### src/rtl/poll_pkg.sv
package poll_pkg;

   typedef enum logic {
      OPK_PROGRAM = 1'b0,
      OPK_ERASE   = 1'b1
   } op_kind_e;

   // Builds the status word: polarity bit, toggle bit, all other bits clear.
   function automatic logic [63:0] make_status
      (input int unsigned width,
       input int unsigned pol_pos,
       input int unsigned tog_pos,
       input op_kind_e    kind,
       input logic        held_bit,
       input logic        tog);
      logic [63:0] w;
      w = '0;
      w[pol_pos] = (kind == OPK_ERASE) ? 1'b0 : ~held_bit;
      w[tog_pos] = tog;
      for (int unsigned i = width; i < 64; i++) w[i] = 1'b0;
      return w;
   endfunction

endpackage

### src/rtl/poll_read_edge.sv
module poll_read_edge (
   input  logic clk,
   input  logic rst_n,
   input  logic strobe_i,
   output logic rise_o
);
   logic strobe_q;

   always_ff @(posedge clk) begin
      if (!rst_n) strobe_q <= 1'b0;
      else        strobe_q <= strobe_i;
   end

   assign rise_o = strobe_i & ~strobe_q;
endmodule

### src/rtl/poll_toggle_cell.sv
module poll_toggle_cell #(
   parameter bit RESET_VAL = 1'b0
) (
   input  logic clk,
   input  logic rst_n,
   input  logic advance_i,
   output logic tog_o
);
   logic tog_q;

   always_ff @(posedge clk) begin
      if (!rst_n)         tog_q <= RESET_VAL;
      else if (advance_i) tog_q <= ~tog_q;
   end

   assign tog_o = tog_q;
endmodule

### src/rtl/poll_load_hold.sv
module poll_load_hold #(
   parameter int unsigned DATA_W = 8
) (
   input  logic              clk,
   input  logic              rst_n,
   input  logic              we_i,
   input  logic [DATA_W-1:0] byte_i,
   output logic [DATA_W-1:0] held_o
);
   logic [DATA_W-1:0] held_q;

   always_ff @(posedge clk) begin
      if (!rst_n)    held_q <= '0;
      else if (we_i) held_q <= byte_i;
   end

   assign held_o = held_q;
endmodule

### src/rtl/poll_status_mux.sv
module poll_status_mux
   import poll_pkg::*;
#(
   parameter int unsigned DATA_W     = 8,
   parameter int unsigned POLL_BIT   = 7,
   parameter int unsigned TOGGLE_BIT = 6,
   parameter bit          OUT_REG    = 1'b0
) (
   input  logic              clk,
   input  logic              rst_n,
   input  logic              busy_i,
   input  op_kind_e          kind_i,
   input  logic              held_bit_i,
   input  logic              tog_i,
   input  logic [DATA_W-1:0] array_i,
   output logic [DATA_W-1:0] data_o
);
   logic [63:0]       status_w;
   logic [DATA_W-1:0] next_data;

   always_comb begin
      status_w  = make_status(DATA_W, POLL_BIT, TOGGLE_BIT, kind_i, held_bit_i, tog_i);
      next_data = busy_i ? status_w[DATA_W-1:0] : array_i;
   end

   generate
      if (OUT_REG) begin : g_reg
         logic [DATA_W-1:0] data_q;
         always_ff @(posedge clk) begin
            if (!rst_n) data_q <= '0;
            else        data_q <= next_data;
         end
         assign data_o = data_q;
      end else begin : g_comb
         assign data_o = next_data;
      end
   endgenerate
endmodule

### src/rtl/poll_status_gen.sv
module poll_status_gen
   import poll_pkg::*;
#(
   parameter int unsigned DATA_W      = 8,
   parameter int unsigned POLL_BIT    = 7,
   parameter int unsigned TOGGLE_BIT  = 6,
   parameter bit          OUT_REG     = 1'b0,
   parameter bit          TOGGLE_INIT = 1'b0
) (
   input  logic              clk,
   input  logic              rst_n,
   input  logic              busy_i,
   input  logic              op_erase_i,
   input  logic              load_we_i,
   input  logic [DATA_W-1:0] load_byte_i,
   input  logic              rd_strobe_i,
   input  logic [DATA_W-1:0] array_byte_i,
   output logic [DATA_W-1:0] rd_byte_o
);
   localparam int unsigned MAX_W = 64;

   generate
      if (DATA_W < 2 || DATA_W > MAX_W) begin : g_bad_width
         $error("poll_status_gen: DATA_W out of range");
      end
      if (POLL_BIT >= DATA_W || TOGGLE_BIT >= DATA_W) begin : g_bad_pos
         $error("poll_status_gen: status bit position outside data word");
      end
      if (POLL_BIT == TOGGLE_BIT) begin : g_bad_overlap
         $error("poll_status_gen: polarity and toggle bits must differ");
      end
   endgenerate

   logic              read_rise;
   logic              tog;
   logic [DATA_W-1:0] held;
   op_kind_e          kind;

   assign kind = op_erase_i ? OPK_ERASE : OPK_PROGRAM;

   poll_read_edge u_edge (
      .clk      (clk),
      .rst_n    (rst_n),
      .strobe_i (rd_strobe_i),
      .rise_o   (read_rise)
   );

   poll_toggle_cell #(.RESET_VAL(TOGGLE_INIT)) u_tog (
      .clk       (clk),
      .rst_n     (rst_n),
      .advance_i (read_rise & busy_i),
      .tog_o     (tog)
   );

   poll_load_hold #(.DATA_W(DATA_W)) u_hold (
      .clk    (clk),
      .rst_n  (rst_n),
      .we_i   (load_we_i),
      .byte_i (load_byte_i),
      .held_o (held)
   );

   poll_status_mux #(
      .DATA_W     (DATA_W),
      .POLL_BIT   (POLL_BIT),
      .TOGGLE_BIT (TOGGLE_BIT),
      .OUT_REG    (OUT_REG)
   ) u_mux (
      .clk        (clk),
      .rst_n      (rst_n),
      .busy_i     (busy_i),
      .kind_i     (kind),
      .held_bit_i (held[POLL_BIT]),
      .tog_i      (tog),
      .array_i    (array_byte_i),
      .data_o     (rd_byte_o)
   );
endmodule

### config.mk
export PLATFORM = sky130hd
export DESIGN_NAME = poll_status_gen
export DESIGN_NICKNAME = d
export VERILOG_FILES = /design/src/rtl/poll_pkg.sv /design/src/rtl/poll_read_edge.sv /design/src/rtl/poll_toggle_cell.sv /design/src/rtl/poll_load_hold.sv /design/src/rtl/poll_status_mux.sv /design/src/rtl/poll_status_gen.sv
export SDC_FILE = /design/constraint.sdc
export NUM_CORES = 1
export LEC_CHECK = 0
export BUFFER_PORTS_ARGS = -buffer_cell sky130_fd_sc_hd__buf_2
export CORE_AREA = 10 10 47 49
export CTS_BUF_LIST = sky130_fd_sc_hd__clkbuf_16
export DETAILED_ROUTE_END_ITERATION = 12
export DIE_AREA = 0 0 57 59
export SYNTH_ARGS = -nofsm -noshare
export SYNTH_HDL_FRONTEND = slang
export SYNTH_SLANG_ARGS = --single-unit
### constraint.sdc
create_clock -name clk -period 1.8 [get_ports clk]
set_input_delay 0.18 -clock clk [delete_from_list [all_inputs] [get_ports clk]]
set_output_delay 0.18 -clock clk [all_outputs]
set_load 0.005 [all_outputs]
---- Word-level counts from Yosys, hierarchy flattened ----
Cells that the tools add are included.
operators by class
  bitwise logic cells ..................... 5
  multiplexer cells ....................... 3
operators with widths
  kind               number
  8-bit 2-to-1 mux   1
  1-bit inverter     3
  1-bit bitwise AND  2
  1-bit 2-to-1 mux   2
storage, ports and cells
  flip-flop bits (word level) ............. 10
  output and inout port bits .............. 8
  bits of input ports ..................... 22
  logic and storage cells ................. 11

---- Logic depth before layout (Yosys ltp) ----
  word-level depth ........................ 3
  gate-level depth with buffers ........... 3
  mapped depth without buffers ............ 2

---- Cells and area by module ----
Synthesis repeated with hierarchy kept, for this count alone.
second synthesis, totals
  cells, all modules ...................... 41
  area, all modules ....................... 461.7 sq um
modules (own cells, without submodules)
  module            times used  seq. area each (sq um)  cells each  area an instance (sq um)
  poll_load_hold    1           160.2                   25          301.5
  poll_status_mux   1           0.0                     9           78.8
  poll_read_edge    1           20.0                    3           40.0
  poll_toggle_cell  1           20.0                    3           35.0
  poll_status_gen   1           0.0                     1           6.3

---- Worst setup path before layout ----
Ideal clock, no wire load.
  path kind ............................... register -> output
  from .................................... register u_hold.held_q[7] (netlist: u_hold.held_o[7])
  to ...................................... output port rd_byte_o[7]
  stages on the path, launching flop included .. 3
  buffers on the path ..................... 0
  setup slack ............................. 1.029 ns
  arrival time ............................ 0.591 ns
  data required time ...................... 1.620 ns
  cell sequence ........................... dfxtp_1 -> nor2_1 -> mux2_4
between the ends
  longest elaborated chain between the ends .. 3
RTL lines
  item                      line                   text
  start: declaration        poll_load_hold.sv:10   logic [DATA_W-1:0] held_q;
  start signal: assignment  poll_load_hold.sv:14   else if (we_i) held_q <= byte_i;
  1-bit inverter            poll_pkg.sv:18         w[pol_pos] = (kind == OPK_ERASE) ? 1'b0 : ~held_bit;
  1-bit 2-to-1 mux          poll_pkg.sv:18
  8-bit 2-to-1 mux          poll_status_mux.sv:23  next_data = busy_i ? status_w[DATA_W-1:0] : array_i;
  end: declaration          poll_status_gen.sv:18  output logic [DATA_W-1:0] rd_byte_o
No other way between the ends.

---- Worst setup path after layout ----
Same ends and word-level chain as after synthesis.

==> flow_metrics.py <==
metrics = {
    "worst_setup_path": {
        "r2r_slack_ps": 1090,
        "crit_type": "reg -> out",
        "r2r-start": "u_tog.tog_o",
        "slowest_delay_ps": 310,
        "worstPathArrival_ps": 950,
        "path_cells": "nor2_1 > mux2_4 > buf_2",
        "rr_endpoint": "u_tog.tog_o",
        "cp-startpoint": "u_hold.held_o[7]",
        "crit_buf_inv": 1,
        "ff2ff_path_depth": 2,
        "startpoint_type": "register",
        "crit_required_ps": 1620,
        "crit_family": "flip-flops",
        "worstSetupEndpointType": "primary output",
        "crit_fanout": 2,
        "worst_path_max_delay_cell": "dfxtp_1",
    },
    "synthesis": {
        "ys_types": 11,
        "synth-edff-count": 0,
        "synth.area.top_cells": "dfxtp_1 (28%), and2b_2 (25%), mux2_4 (14%)",
        "yosys-top-cells-count": "and2b_2 (6), dfxtp_1 (3), mux2_4 (2), mux2i_1 (2)",
        "ys_warn_count": 0,
        "syn_area_per_cell_um2": 10.64,
        "synth_area_um2": 212.7,
        "synth_cells": 20,
        "synth-async-reset-ratio": 0,
        "synth-main-ff-cell": "dfxtp_1",
        "syn-num-nets": 42,
        "ys_ff_latch": 3,
        "yosysTopAreaCellShare": 0.2824,
        "synth_most_common_cell": "and2b_2",
        "yosysSeqAreaShare": 0.2824,
        "yosys.area.top_type": "dfxtp_1",
    },
    "timing": {
        "clock_skew_ps": 0.01593,
        "setup_viol": 0,
        "slew_headroom": 0.8862,
        "min_period_over_period": 0.6277,
        "finalWorstSetupSlack_ps": 670.2,
        "maxSlewViolCount": 0,
        "hold_violations": 0,
        "fmax_mhz": 885.1,
        "tightest_slew_ps": 170.7,
        "rsz0062_at_grt": "false",
        "setup_tns_ps": 0,
        "period_needed_ps": 1130,
    },
    "floorplan": {
        "die_h_um": 59,
        "num_rows": 14,
        "initial_core_util": 0.1518,
        "fp.dieW_um": 57,
        "coreArea_um2": 1401,
        "boundaryPins": 30,
        "die-area_um2": 3363,
    },
    "min_path": {
        "min_path_cells": 2,
        "hold_start": "rd_strobe_i",
        "hold_end": "u_edge.strobe_q",
        "hold_class": "in -> reg",
    },
    "final_layout": {
        "finalNetCount": 68,
        "multiInputGateArea_um2": 141.4,
        "diodes": 0,
        "seq_area_um2": 60.06,
        "synthToLayoutAreaGrowth_pct": 92.94,
        "drive_above_1_share": 0.7556,
        "fillers": 164,
    },
    "job": {
        "maxCapViolCount": 0,
    },
    "routing": {
        "num_vias": 222,
        "wirelength_um": 650,
        "via_per_inst": 3.639,
        "firstDrtPassIters": 1,
        "detail_route.wl_per_cell_um": 10.66,
        "drt_iter0_drc": 0,
        "ant_nets": 0,
        "drc_errors": 0,
    },
    "clock_tree": {
        "clock_latency_ps": 220,
        "cts_root_buffer": "clkbuf_16",
        "cts_setup_buffers": 0,
        "cts.sink_count": 3,
        "cts_tree": "done",
        "cts_max_path_buffers": 2,
        "cts_resized": 0,
        "htreeDepth": 1,
        "cts_made_buffers": 3,
        "cts.hold.buffers_added": 0,
        "path_clk_slew_ps": 30,
    },
    "placed_design": {
        "place_ws_ps": 808.6,
        "port_buffers": 22,
        "gp_congestion": 0.6109,
    },
    "grt": {
        "grt_usage": 0.04286,
        "grt_use_met3": 0.04936,
        "overflow": 0,
        "use_met1": 0.03341,
        "grt_pass1_wl_mm": 1.083,
        "grt_max_degree": 10,
        "antenna_found_initial": 0,
        "met2_usage": 0.06512,
        "grt_pass1_vias": 243,
        "grt-busiest-layer": "met2",
    },
    "status": {
        "outcome": "finished, final reports clean",
    },
    "power": {
        "p_per_area_nw_per_um2": 1134,
        "post-layout-total-power_mw": 0.4654,
        "p_leak_nw": 0.2385,
        "vdd_drop_max_uv": 1025,
    },
}
-- how the worst max path moves through the flow --
stage | end | slack [ps] | cells after the start
4_1_cts | rd_byte_o[7] | 660 | 3
2_1_floorplan | rd_byte_o[7] | 1030 | 2
5_1_grt | rd_byte_o[7] | 600 | 3
3_3_place_gp | rd_byte_o[7] | 810 | 3
6_report | rd_byte_o[7] | 670 | 3
3_5_place_dp | rd_byte_o[7] | 810 | 3
-- logic make-up after synthesis --
kind of cell	share of synthesized area
simple gates	0.4294
mux	0.2353
flops	0.2824
buf+inv	0.05294
-- layout by cell type, fill, tap and decap left out --
cell type and count:
and2_1 1, inv_1 1, clkbuf_16 3, mux2i_1 2, dfxtp_1 3, nand3b_2 1
mux2_4 2, and2b_2 6, nor2b_1 1, buf_2 22, or2b_1 1, nor2_1 1
nand2_1 1
-- power breakdown --
group | switching (mW) | total [mW] | internal (mW)
registers | 0.00189 | 0.0731 | 0.0713
logic | 0.0180 | 0.0530 | 0.0350
clock network | 0.0535 | 0.339 | 0.286
-- metal layers --
layer / vias to the layer above / part of all wire
met4: 0 / 0.014
met2: 15 / 0.41
met5: - / 0
li1: 114 / -
met1: 91 / 0.38
met3: 2 / 0.19
-- flip-flops by register name, indices dropped and copies added, names as in the netlist --
signal / cells
u_edge.strobe_q: 1
u_tog.tog_o: 1
u_hold.held_o: 1
-- metrics by stage --
step	hold WS (ps)	utilization	area, um^2	cells
finish	192.5	0.2929	410.4	61
global route	223.4	0.2929	410.4	61
CTS	194.2	0.2929	410.4	61
detailed placement	419.6	0.2366	331.6	57
global placement	412.9	0.2366	331.6	57
floorplan	301.7	-	212.7	20
-- layout make-up --
class / count / area share
Multi-Input combinational cell: 16 / 0.3445
Timing Repair Buffer: 22 / 0.2683
Sequential cell: 3 / 0.1463
Tap cell: 16 / 0.04878
Clock inverter: 1 / 0.009146
Clock buffer: 3 / 0.1829
Note: power is estimated with default switching activity, not from simulation.
